## src/rtl/stt_pkg.sv

```systemverilog
package stt_pkg;
  localparam int BUS_W       = 32;
  localparam int CTL_ALM_IE  = 16;
  localparam int CTL_INC_IE  = 17;
  localparam int CTL_RESTART = 18;
  localparam int FLAG_ALM    = 0;
  localparam int FLAG_INC    = 1;
  localparam int FLAG_W      = 2;

  typedef enum logic [3:0] {
    OFS_CTL    = 4'h0,
    OFS_ALARM  = 4'h4,
    OFS_VALUE  = 4'h8,
    OFS_STATUS = 4'hC
  } reg_ofs_e;
endpackage

```

## src/rtl/stt_prescaler.sv

```systemverilog
module stt_prescaler #(
  parameter int DIV_W = 16
) (
  input  logic             clk,
  input  logic             rst_n,
  input  logic             slow_en,
  input  logic             restart,
  input  logic [DIV_W-1:0] divisor,
  output logic             tick
);
  localparam logic [DIV_W-1:0] ZERO_DIV = {1'b1, {(DIV_W-1){1'b0}}};

  function automatic logic [DIV_W-1:0] reload_of(input logic [DIV_W-1:0] d);
    return (d == '0) ? ZERO_DIV : d;
  endfunction

  logic [DIV_W-1:0] cnt_q;

  assign tick = slow_en && (cnt_q == DIV_W'(1)) && !restart;

  always_ff @(posedge clk) begin
    if (!rst_n)               cnt_q <= ZERO_DIV;
    else if (restart)         cnt_q <= reload_of(divisor);
    else if (slow_en) begin
      if (cnt_q == DIV_W'(1)) cnt_q <= reload_of(divisor);
      else                    cnt_q <= cnt_q - DIV_W'(1);
    end
  end


  presc_nonzero_chk: assert property (@(posedge clk) disable iff (!rst_n) cnt_q != '0);

  presc_step_chk: assert property (@(posedge clk) disable iff (!rst_n)
    (slow_en && !restart && cnt_q != DIV_W'(1)) |=> cnt_q == $past(cnt_q) - DIV_W'(1));
endmodule

```

## src/rtl/stt_value.sv

```systemverilog
module stt_value #(
  parameter int CNT_W = 32
) (
  input  logic             clk,
  input  logic             rst_n,
  input  logic             tick,
  input  logic             restart,
  input  logic [CNT_W-1:0] alarm,
  output logic [CNT_W-1:0] value,
  output logic             inc_ev,
  output logic             alarm_ev
);
  function automatic logic alarm_match(input logic [CNT_W-1:0] cur, input logic [CNT_W-1:0] alm);
    return (alm != '1) && ((cur + CNT_W'(1)) == (alm + CNT_W'(1)));
  endfunction

  logic [CNT_W-1:0] value_q;

  assign value    = value_q;
  assign inc_ev   = tick;
  assign alarm_ev = tick && alarm_match(value_q, alarm);

  always_ff @(posedge clk) begin
    if (!rst_n)       value_q <= '0;
    else if (restart) value_q <= '0;
    else if (tick)    value_q <= value_q + CNT_W'(1);
  end


  restart_clear_chk: assert property (@(posedge clk) disable iff (!rst_n)
    restart |=> value_q == '0);

  value_step_chk: assert property (@(posedge clk) disable iff (!rst_n)
    (tick && !restart) |=> value_q == $past(value_q) + CNT_W'(1));

  alarm_point_chk: assert property (@(posedge clk) disable iff (!rst_n)
    alarm_ev |=> (value_q == $past(alarm) + CNT_W'(1)) && ($past(alarm) != '1));
endmodule

```

## src/rtl/stt_status.sv

```systemverilog
module stt_status
  import stt_pkg::*;
(
  input  logic              clk,
  input  logic              rst_n,
  input  logic              inc_ev,
  input  logic              alarm_ev,
  input  logic              rd_clear,
  output logic [FLAG_W-1:0] flags
);
  logic [FLAG_W-1:0] flags_q, events;

  always_comb begin
    events           = '0;
    events[FLAG_INC] = inc_ev;
    events[FLAG_ALM] = alarm_ev;
  end

  always_ff @(posedge clk) begin
    if (!rst_n) flags_q <= '0;
    else        flags_q <= (rd_clear ? '0 : flags_q) | events;
  end

  assign flags = flags_q;


  inc_sticks_chk: assert property (@(posedge clk) disable iff (!rst_n)
    inc_ev |=> flags_q[FLAG_INC]);

  read_clears_chk: assert property (@(posedge clk) disable iff (!rst_n)
    (rd_clear && !inc_ev && !alarm_ev) |=> flags_q == '0);

  alarm_hold_chk: assert property (@(posedge clk) disable iff (!rst_n)
    (flags_q[FLAG_ALM] && !rd_clear) |=> flags_q[FLAG_ALM]);
endmodule

```

## src/rtl/stt_top.sv

```systemverilog
module stt_top
  import stt_pkg::*;
#(
  parameter int ADDR_W = 8,
  parameter int DIV_W  = 16,
  parameter int CNT_W  = 32
) (
  input  logic              clk,
  input  logic              rst_n,
  input  logic              slow_en,
  input  logic [ADDR_W-1:0] bus_addr,
  input  logic              bus_wr,
  input  logic              bus_rd,
  input  logic [BUS_W-1:0]  bus_wdata,
  output logic [BUS_W-1:0]  bus_rdata,
  output logic              irq
);
  localparam logic [BUS_W-1:0] CTL_RESET = BUS_W'(1) << (DIV_W - 1);

  logic [3:0]        ofs;
  logic [BUS_W-1:0]  ctl_q;
  logic [CNT_W-1:0]  alarm_q, value;
  logic [FLAG_W-1:0] flags;
  logic              restart, tick, inc_ev, alarm_ev, rd_clear;

  assign ofs      = bus_addr[3:0];
  assign restart  = bus_wr && (ofs == OFS_CTL) && bus_wdata[CTL_RESTART];
  assign rd_clear = bus_rd && (ofs == OFS_STATUS);

  always_ff @(posedge clk) begin
    if (!rst_n) begin
      ctl_q   <= CTL_RESET;
      alarm_q <= '1;
    end else if (bus_wr) begin
      if (ofs == OFS_CTL)   ctl_q   <= bus_wdata;
      if (ofs == OFS_ALARM) alarm_q <= CNT_W'(bus_wdata);
    end
  end

  stt_prescaler #(.DIV_W(DIV_W)) u_presc (
    .clk(clk), .rst_n(rst_n), .slow_en(slow_en), .restart(restart),
    .divisor(restart ? bus_wdata[DIV_W-1:0] : ctl_q[DIV_W-1:0]), .tick(tick)
  );

  stt_value #(.CNT_W(CNT_W)) u_value (
    .clk(clk), .rst_n(rst_n), .tick(tick), .restart(restart), .alarm(alarm_q),
    .value(value), .inc_ev(inc_ev), .alarm_ev(alarm_ev)
  );

  stt_status u_status (
    .clk(clk), .rst_n(rst_n), .inc_ev(inc_ev), .alarm_ev(alarm_ev),
    .rd_clear(rd_clear), .flags(flags)
  );

  always_comb begin
    case (ofs)
      OFS_CTL:    bus_rdata = ctl_q;
      OFS_ALARM:  bus_rdata = BUS_W'(alarm_q);
      OFS_VALUE:  bus_rdata = BUS_W'(value);
      OFS_STATUS: bus_rdata = BUS_W'(flags);
      default:    bus_rdata = '0;
    endcase
  end

  assign irq = (flags[FLAG_INC] && ctl_q[CTL_INC_IE]) || (flags[FLAG_ALM] && ctl_q[CTL_ALM_IE]);


  irq_source_chk: assert property (@(posedge clk) disable iff (!rst_n)
    irq |-> (flags != '0));

  irq_drop_chk: assert property (@(posedge clk) disable iff (!rst_n)
    (rd_clear && !inc_ev && !alarm_ev) |=> !irq);

  value_write_ignored_chk: assert property (@(posedge clk) disable iff (!rst_n)
    (bus_wr && ofs == OFS_VALUE && !tick) |=> $stable(value));
endmodule

```

## config.mk

```make
export PLATFORM = sky130hd
export DESIGN_NAME = stt_top
export DESIGN_NICKNAME = d
export VERILOG_FILES = /design/src/rtl/stt_pkg.sv /design/src/rtl/stt_prescaler.sv /design/src/rtl/stt_value.sv /design/src/rtl/stt_status.sv /design/src/rtl/stt_top.sv
export SDC_FILE = /design/constraint.sdc
export NUM_CORES = 1
export LEC_CHECK = 0
export BUFFER_PORTS_ARGS = -buffer_cell sky130_fd_sc_hd__buf_2
export CAP_MARGIN = 40
export CELL_PAD_IN_SITES_DETAIL_PLACEMENT = 1
export CELL_PAD_IN_SITES_GLOBAL_PLACEMENT = 1
export CORE_MARGIN = 5
export CORE_UTILIZATION = 35
export CTS_BUF_LIST = sky130_fd_sc_hd__clkbuf_8
export DETAILED_ROUTE_END_ITERATION = 8
export PLACE_DENSITY = 0.79
export SETUP_SLACK_MARGIN = 0.05
export SYNTH_ARGS = -nofsm -noshare
export SYNTH_HDL_FRONTEND = slang
export SYNTH_SLANG_ARGS = --single-unit
```

## constraint.sdc

```tcl
create_clock -name clk -period 2.58 [get_ports clk]
set_input_delay 0 -clock clk [delete_from_list [all_inputs] [get_ports clk]]
set_output_delay 0 -clock clk [all_outputs]
set_load 0.01 [all_outputs]
```

* Word level (Yosys, flattened, before mapping)
Index checks and enable logic that the tools add are counted.
** Word-level totals
- Register bits :: 114
- Bits of input ports :: 45
- Output and inout port bits :: 33
- Logic and storage cells :: 40
** Cells by class
- $add $sub $neg :: 3
- Equality and inequality tests :: 6
- Muxes and demuxes :: 7
- Bitwise gates (word level) :: 2
- Reductions and logical operators :: 17
** Operator list (count)
- $pmux 32 s4 :: 1
- $mux 16 :: 5
- $add 32x1->32 const B :: 2
- $eq 32x32->1 :: 1
- $ne 32x32->1 const B :: 1
- $eq 16x1->1 const B :: 1
- $logic_not 16->1 :: 1
- $sub 16x1->16 const B :: 1
- $logic_and 1x1->1 :: 9
- $eq 4x4->1 const B :: 2
- $eq 4x3->1 const B :: 1
- $logic_not 4->1 :: 1
- $reduce_and 2->1 :: 2
- $mux 2 :: 1
- $or 2x2->2 :: 1
- $reduce_bool 2->1 :: 1
- $reduce_or 2->1 :: 1
- $logic_not 1->1 :: 1
- $logic_or 1x1->1 :: 1
- $not 1->1 :: 1

* Longest topological paths before layout
Gate-level depths: netlist of the first run.
- Word-level depth :: 9
- Mapped depth :: 12
- Mapped depth without buffers :: 10

* Cells and area by module
A second synthesis of the first run with hierarchy kept.
** Unflattened totals
- Cells, all modules :: 1024
- Area total of the unflattened synthesis :: 8172.8 um2
** Modules (own cells, without submodules)
- stt_top :: times used 1, cells an instance 449, area each 3633.5 um2, seq. area each 1281.2 um2
- stt_value :: times used 1, cells an instance 415, area each 3281.9 um2, seq. area each 640.6 um2
- stt_prescaler :: times used 1, cells an instance 154, area each 1189.9 um2, seq. area each 320.3 um2
- stt_status :: times used 1, cells an instance 6, area each 67.6 um2, seq. area each 40.0 um2

* Worst setup path after synthesis of the first run
Ideal clock, no wire load.
- Path kind :: register -> register
- Start :: reg u_value.value_q[0] (netlist: u_value.value[0])
- End :: reg u_status.flags_q[0] (netlist: u_status.flags[0])
- Setup time :: 0.084 ns
- Arrival time :: 2.341 ns
- Required time :: 2.496 ns
- Slack :: 0.155 ns
- Stages on the path, launching flop included :: 11
- Path buffers :: 1
- Clock period less this slack :: 2.425 ns
- Cells stage by stage :: dfxtp_1 ha_1 clkbuf_2 nand4_2 nor4_4 nand2_2 or3_4 xnor2_2 and2_1 a21oi_1 o31ai_2
** On the way
- Longest elaborated chain between the ends :: 5
** Ends and longest elaborated chain
- start: declaration :: line stt_value.sv:17 : logic [CNT_W-1:0] value_q;
- start signal: assignment :: line stt_value.sv:26 : else if (tick) value_q <= value_q + CNT_W'(1);
- $add 32x1->32 :: line stt_value.sv:14 : return (alm != '1) && ((cur + CNT_W'(1)) == (alm + CNT_W'(1)));
- $eq 32x32->1 :: line stt_value.sv:14
- $logic_and 1x1->1 :: line stt_value.sv:14
- $logic_and 1x1->1 :: line stt_value.sv:21 : assign alarm_ev = tick && alarm_match(value_q, alarm);
- $or 2x2->2 :: line stt_status.sv:21 : else flags_q <= (rd_clear ? '0 : flags_q) | events;
- end signal: assignment :: line stt_status.sv:21
- end: declaration :: line stt_status.sv:11 : logic [FLAG_W-1:0] flags_q, events;
No other way between the ends.
A chain may end at the register's enable or synchronous reset.

* Final worst setup path of the first run
- Start :: reg u_value.value_q[3] (netlist: u_value.value[3])
- End :: reg u_status.flags_q[0] (netlist: u_status.flags[0])
The elaborated chain is that of the path after synthesis.

==> results of run 1 <==
what timing repair did:
| item | CTS | global route |
|---|---|---|
| hold endpoints to repair | 73 | 0 |
| endpoints found under the setup margin | 1 | 13 |
| pin swaps | 0 | 11 |
| setup buffers | 0 | 5 |
| resized for setup | 4 | 38 |
| hold buffers | 33 | 0 |
worst min-delay path by stage:
stage	slack [ns]	depth (start not counted)	startpoint	end
global route	0.11	4	slow_en	u_presc.cnt_q[0]
finish	0.07	4	slow_en	u_presc.cnt_q[0]
floorplan	0.12	2	bus_wdata[15]	ctl_q[15]
global placement	0.23	3	bus_wdata[18]	alarm_q[18]
detailed placement	0.24	3	bus_wdata[21]	alarm_q[21]
CTS	0.06	4	slow_en	u_presc.cnt_q[0]
layout by cell type, fill, tap and decap left out, types with 11 or more instances in the layout:
cell           Yosys  routed
nand2_1          254     253
dfxtp_1          114     104
buf_4              0      84
buf_2             19      73
nand3_1           67      67
xnor2_1           64      63
nor2_1            60      60
a22oi_1           37      37
a21boi_0          34      34
dlygate4sd3_1      0      33
o21ai_0           31      31
a21oi_1           30      30
xor2_1            28      27
nand4_1           22      22
nor3_1            22      22
clkbuf_8           0      19
and3_1            19      16
nor4_1            17      13
and2_1            13      11
power by group:
group	leakage [nW]	switching [mW]	internal [mW]	total, mW
Clock	0.199	0.863	0.905	1.77
Combinational	2.68	0.471	0.382	0.853
Sequential	0.927	0.0672	1.81	1.87
Total	3.81	1.40	3.09	4.49
cells by family after synthesis:
family	count (synthesis)
compound gates	170
xor+xnor	95
fa+ha+maj	4
buf+inv	82
flops	114
mux	5
simple gates	532
critical path: cells and delay by family, from the launching register on:
kind	cells	cell delay, ns
AO/OA/AOI/OAI	3	0.55
XOR/XNOR	2	0.37
flip-flops	1	0.43
AND/OR/NAND/NOR	3	0.99
registers in the layout, summed over array words and instances (netlist names):
register and flops:
u_value.value 32, u_status.flags 2, ctl_q 32, u_presc.cnt_q 16, alarm_q 32
layout make-up:
| class | count | area (µm²) |
|---|---|---|
| fillers | 2534 | 11090 |
| multi-input cells | 806 | 4850 |
| flip-flops and latches | 114 | 2300 |
| repair buffers | 191 | 1346 |
| well taps | 270 | 337.8 |
| clock buffers | 19 | 261.5 |
| clock inverters | 13 | 136.4 |
| inverters | 10 | 37.54 |
| diodes | 2 | 5.005 |
per-layer routing:
layer  up-vias  GRT usage [%]  part of all wire (%)
met4         0          6.770                   2.4
met2       262          39.39                    49
li1       3773              -                     -
met3        63          4.079                   4.9
met5         -              0                     0
met1      4002          30.70                    44
==> flow_metrics.env, run 1 <==
export IMPL_hold_violations=0
export IMPL_arrival_ns=2.82
export IMPL_power_mw=4.494
export IMPL_slew_headroom_pct=43.57
export IMPL_place_congestion=0.9059
export IMPL_root_buffer="clkbuf_8"
export IMPL_synthTopCellsByCount="254 x nand2_1, 114 x dfxtp_1, 67 x nand3_1"
export IMPL_die_x_um=154.4
export IMPL_yosysTopAreaCell="dfxtp_1"
export IMPL_dp_cells=1353
export IMPL_p_leak_nw=3.807
export IMPL_crit_fanout=7
export IMPL_start_util_pct=35.82
export IMPL_worst_slew_pin_slew_ns=0.8351
export IMPL_clk_pin_slew_ns=0.08
export IMPL_grt_max_degree=83
export IMPL_worst_ep_required_time_ns=2.98
export IMPL_num_rows=52
export IMPL_finalCoreUtilization_pct=45.54
export IMPL_synth_compound_area_share_pct=15.78
export IMPL_setup_viol=0
export IMPL_synth_mux_area_fraction_pct=0.6861
export IMPL_r2r_start="u_value.value[3]"
export IMPL_placed_area_um2=8333
export IMPL_syn_inst=1002
export IMPL_synth_seq_cells=114
export IMPL_hold_path_class="in -> reg"
export IMPL_first_global_vias=8054
export IMPL_worstSkewPairLatency_ns=0.48
export IMPL_syn_to_final_growth_pct=27.14
export IMPL_max_stage_delay_ns=0.47
export IMPL_drive_gt1_share_pct=20.73
export IMPL_cts_tree="yes"
export IMPL_ant_nets=0
export IMPL_dp_slack_ns=0.1158
export IMPL_crit_path_end_kind="register"
export IMPL_drv_slew=0
export IMPL_io_pins=78
export IMPL_skew_ns=0.01176
export IMPL_wl_per_cell_um=19.91
export IMPL_synth_top_family_by_area="simple AND/OR/NAND/NOR gates"
export IMPL_period_minus_slack_ns=2.426
export IMPL_die_height_um=154.4
export IMPL_coreArea_um2=20360
export IMPL_drt_iter0_drc=673
export IMPL_worst_slack_ns=0.1541
export IMPL_timing_hold_ws_ns=0.07131
export IMPL_yosys_area_top_type_share_pct=31.29
export IMPL_via_per_inst=5.684
export IMPL_ys_seq_area_share_pct=31.29
export IMPL_numPortBuffers=73
export IMPL_wirelength_mm=28.37
export IMPL_r2r_setup_slack_ns=0.15
export IMPL_fmax_mhz=412.2
export IMPL_grtUsageTotal_pct=23.37
export IMPL_synth_edf_count=0
export IMPL_grt_pass1_wl_mm=44.79
export IMPL_p_per_area_nw_per_um2=484.6
export IMPL_drv_cap=0
export IMPL_ys_flop_type="dfxtp_1"
export IMPL_criticalPathCategory="reg -> reg"
export IMPL_min_period_over_period_pct=94.03
export IMPL_synth_cell_types=66
export IMPL_rr_endpoint="u_status.flags[0]"
export IMPL_final_cells=1425
export IMPL_crit_path_end="u_status.flags[0]"
export IMPL_ys_top_cells_by_area="dfxtp_1 31%, nand2_1 13%, xnor2_1 7.7%, nand3_1 4.6%, a22oi_1 3.8%"
export IMPL_yosysWarningCount=0
export IMPL_reg2regPathDepth=8
export IMPL_stdcell_area_um2=9274
export IMPL_htreeDepth=4
export IMPL_timing_critical_path_from="u_value.value[3]"
export IMPL_avgSynthCellArea_um2=7.280
export IMPL_synth_adder_area_share_pct=0.6861
export IMPL_ir_worst_vdd_mv=0.3338
export IMPL_crit_path_top_delay_cell="or3b_4"
export IMPL_dr_pass1_iters=6
export IMPL_ys_async_sr_fraction_pct=0
export IMPL_status="finished clean"
export IMPL_dp_hpwl_mm=20.18
export IMPL_antenna_found_initial=2
export IMPL_cts_made_buffers=17
export IMPL_vias=8100
export IMPL_synthMostInstantiatedCell="nand2_1"
export IMPL_path_cells="and3_2 > nand4_1 > or3b_4 > xnor2_2 > xor2_1 > o31ai_1 > o211ai_1 > o31ai_2"
export IMPL_dieArea_um2=23830
export IMPL_syn_nets=1051
export IMPL_syn_cell_area_um2=7294
export IMPL_grt_overflow_total=0
export IMPL_cts_sinks=114
export IMPL_fin_nets=1189
export IMPL_synthSimpleGateAreaFrac_pct=35.09
export IMPL_drc=0
export IMPL_rsz0062_at_grt="false"
export IMPL_fin_setup_tns_ns=0
export IMPL_worst_setup_path_start_kind="register"
export IMPL_synth_xor_area_share_pct=11.89
export IMPL_clockBufferDepth=2
Note: power is estimated with default switching activity, not from simulation.
==> run 2: changes to the inputs <==
--- a/config.mk
+++ b/config.mk
@@ -5,6 +5,7 @@
 export SDC_FILE = /design/constraint.sdc
 export NUM_CORES = 1
 export LEC_CHECK = 0
+export ABC_AREA = 1
 export BUFFER_PORTS_ARGS = -buffer_cell sky130_fd_sc_hd__buf_2
 export CAP_MARGIN = 40
 export CELL_PAD_IN_SITES_DETAIL_PLACEMENT = 1
@@ -13,7 +14,7 @@
 export CORE_UTILIZATION = 35
 export CTS_BUF_LIST = sky130_fd_sc_hd__clkbuf_8
 export DETAILED_ROUTE_END_ITERATION = 8
-export PLACE_DENSITY = 0.79
+export PLACE_DENSITY = 0.81
 export SETUP_SLACK_MARGIN = 0.05
 export SYNTH_ARGS = -nofsm -noshare
 export SYNTH_HDL_FRONTEND = slang
==> flow_metrics.env, run 2 <==
export IMPL_syn_to_final_growth_pct=20.52
export IMPL_hold_violations=0
export IMPL_path_cells="ha_4 > nand2_1 > nor2_4 > nand2_2 > nor2_1 > nor2_1 > nor2_2 > nor2_1 > nor2_1 > nand2_1 > nor2_1 > nand2_1 > nor2_1 > nand3_2 > a21oi_2"
export IMPL_cts_sinks=114
export IMPL_dp_slack_ns=0.04540
export IMPL_coreArea_um2=22500
export IMPL_worst_setup_path_start_kind="register"
export IMPL_synth_seq_cells=114
export IMPL_yosysTopAreaCell="dfxtp_1"
export IMPL_diodes=0
export IMPL_ys_flop_type="dfxtp_1"
export IMPL_mostFrequentLayoutCells="419 x nand2_1, 148 x inv_1, 124 x nor2_1"
export IMPL_max_stage_delay_ns=0.39
export IMPL_clk_pin_slew_ns=0.07
export IMPL_dieArea_um2=25860
export IMPL_drc=0
export IMPL_crit_fanout=7
export IMPL_yosys_area_top_type_share_pct=28.67
export IMPL_ir_worst_vdd_mv=0.3500
export IMPL_yosysWarningCount=0
export IMPL_grtUsageTotal_pct=24.75
export IMPL_crit_buf_inv=0
export IMPL_rsz0062_at_grt="false"
export IMPL_vias=9405
export IMPL_ys_async_sr_fraction_pct=0
export IMPL_drt_iter0_drc=792
export IMPL_r2r_setup_slack_ns=0.26
export IMPL_htreeDepth=4
export IMPL_dr_pass1_iters=5
export IMPL_arrival_ns=2.71
export IMPL_synthTopCellsByCount="420 x nand2_1, 149 x inv_1, 127 x nor2_1"
export IMPL_syn_cell_area_um2=7959
export IMPL_root_buffer="clkbuf_8"
export IMPL_ys_top_cells_by_area="dfxtp_1 29%, nand2_1 20%, inv_1 7.0%, nor2_1 6.0%, o21ai_0 4.6%"
export IMPL_skew_ns=0.01148
export IMPL_drive_gt1_share_pct=13.69
export IMPL_fin_nets=1446
export IMPL_period_minus_slack_ns=2.316
export IMPL_numPortBuffers=73
export IMPL_grt_pass1_wl_mm=51.25
export IMPL_layout_commonest_cell="nand2_1"
export IMPL_ant_nets=0
export IMPL_io_pins=78
export IMPL_synth_cell_types=42
export IMPL_wirelength_mm=32.40
export IMPL_status="finished clean"
export IMPL_p_leak_nw=4.394
export IMPL_ys_seq_area_share_pct=28.67
export IMPL_syn_nets=1332
export IMPL_grt_max_degree=74
export IMPL_clockBufferDepth=2
export IMPL_finalCoreUtilization_pct=42.62
export IMPL_wl_per_cell_um=19.11
export IMPL_drv_slew=0
export IMPL_first_global_vias=9555
export IMPL_die_height_um=160.8
export IMPL_die_x_um=160.8
export IMPL_slew_headroom_pct=50.26
export IMPL_placed_area_um2=8722
export IMPL_synthMostInstantiatedCell="nand2_1"
export IMPL_p_per_area_nw_per_um2=476.2
export IMPL_cts_tree="yes"
export IMPL_criticalPathCategory="reg -> reg"
export IMPL_synth_edf_count=0
export IMPL_hold_path_class="in -> reg"
export IMPL_crit_path_top_delay_cell="dfxtp_2"
export IMPL_worstSkewPairLatency_ns=0.47
export IMPL_worst_slew_pin_slew_ns=0.7461
export IMPL_stdcell_area_um2=9592
export IMPL_min_period_over_period_pct=89.76
export IMPL_grt_overflow_total=0
export IMPL_start_util_pct=35.37
export IMPL_via_per_inst=5.549
export IMPL_antenna_found_initial=0
export IMPL_worst_ep_required_time_ns=2.97
export IMPL_setup_viol=0
export IMPL_crit_path_end_kind="register"
export IMPL_num_rows=55
export IMPL_crit_family="simple AND/OR/NAND/NOR gates"
export IMPL_avgSynthCellArea_um2=6.203
export IMPL_worst_slack_ns=0.2643
export IMPL_path_common_cell="nor2_1"
export IMPL_fmax_mhz=431.8
export IMPL_syn_inst=1283
export IMPL_place_congestion=0.9691
export IMPL_dp_hpwl_mm=23.96
export IMPL_fin_setup_tns_ns=0
export IMPL_drv_cap=0
export IMPL_cts_made_buffers=17
## run 2: cell count changes after synthesis, moves of 19 or more
cell      change
o221ai_1     +30
o21ai_0      +42
inv_1       +139
a21boi_0     -34
a221oi_1     +20
a22oi_1      -37
xnor2_1      -53
nand2_1     +166
a21oi_1      +21
o211ai_1     +31
nor2_1       +67
and3_1       -19
clkbuf_1     -20
## run 2: per-layer routing
metal  GRT usage (%)  vias to the layer above  part of all wire, %  wire length [µm]
li1                -                     4461                    -                 -
met1           32.19                     4564                   44             14230
met2           41.88                      306                   47             15350
met3           3.746                       74                  5.5              1780
met4           8.569                        0                  3.2              1044
met5               0                        -                    0                 0
## run 2: logic make-up after synthesis
group	share of synthesized area, %
flops	28.67
xor+xnor	4.936
fa+ha+maj	0.6289
simple gates	37.07
compound gates	18.87
buf+inv	9.825
## run 2: final timing paths
path	from	endpoint	depth (start not counted)
setup reg to reg	u_value.value[1]	u_status.flags[0]	15
hold reg to reg	ctl_q[19]	ctl_q[19]	2
setup / recovery	u_value.value[1]	u_status.flags[0]	15
hold / removal	bus_wr	ctl_q[18]	3
## run 2: area by class of cell
type                            count  area (µm²)
Clock buffer                       17       234.0
Inverter                          153       578.1
Fill cell                        2969       12910
Multi-Input combinational cell    969        4954
Timing Repair Buffer              142        1020
Tap cell                          285       356.6
Sequential cell                   114        2291
Clock inverter                     15       158.9
## run 2: per-stage QoR
step,hold WS [ns],cells,total power [mW]
after floorplan,0.1263,1283,2.517
after global placement,0.2369,1620,2.770
after detailed placement,0.2368,1620,2.803
after CTS,0.05580,1690,4.581
after global routing,0.1027,1695,4.776
final,0.08147,1695,4.567
## run 2: what timing repair did
action,4_1_cts,5_1_grt
hold endpoints to repair,70,0
setup endpoints to repair,1,1
setup buffers,0,5
pin swaps,0,4
resized for setup,2,17
hold buffers,38,0
## run 2: report_power, final
group / internal [mW] / switching [mW] / total (mW)
combinational: 0.359 / 0.637 / 0.996
sequential: 1.80 / 0.0424 / 1.84
clock: 0.861 / 0.866 / 1.73
## run 2: worst register-to-register path: cells and delay by family (launching register included)
family,cells,cell delay (ns)
fa+ha+maj,1,0.20
compound gates,1,0.12
flops,1,0.39
simple gates,13,1.55
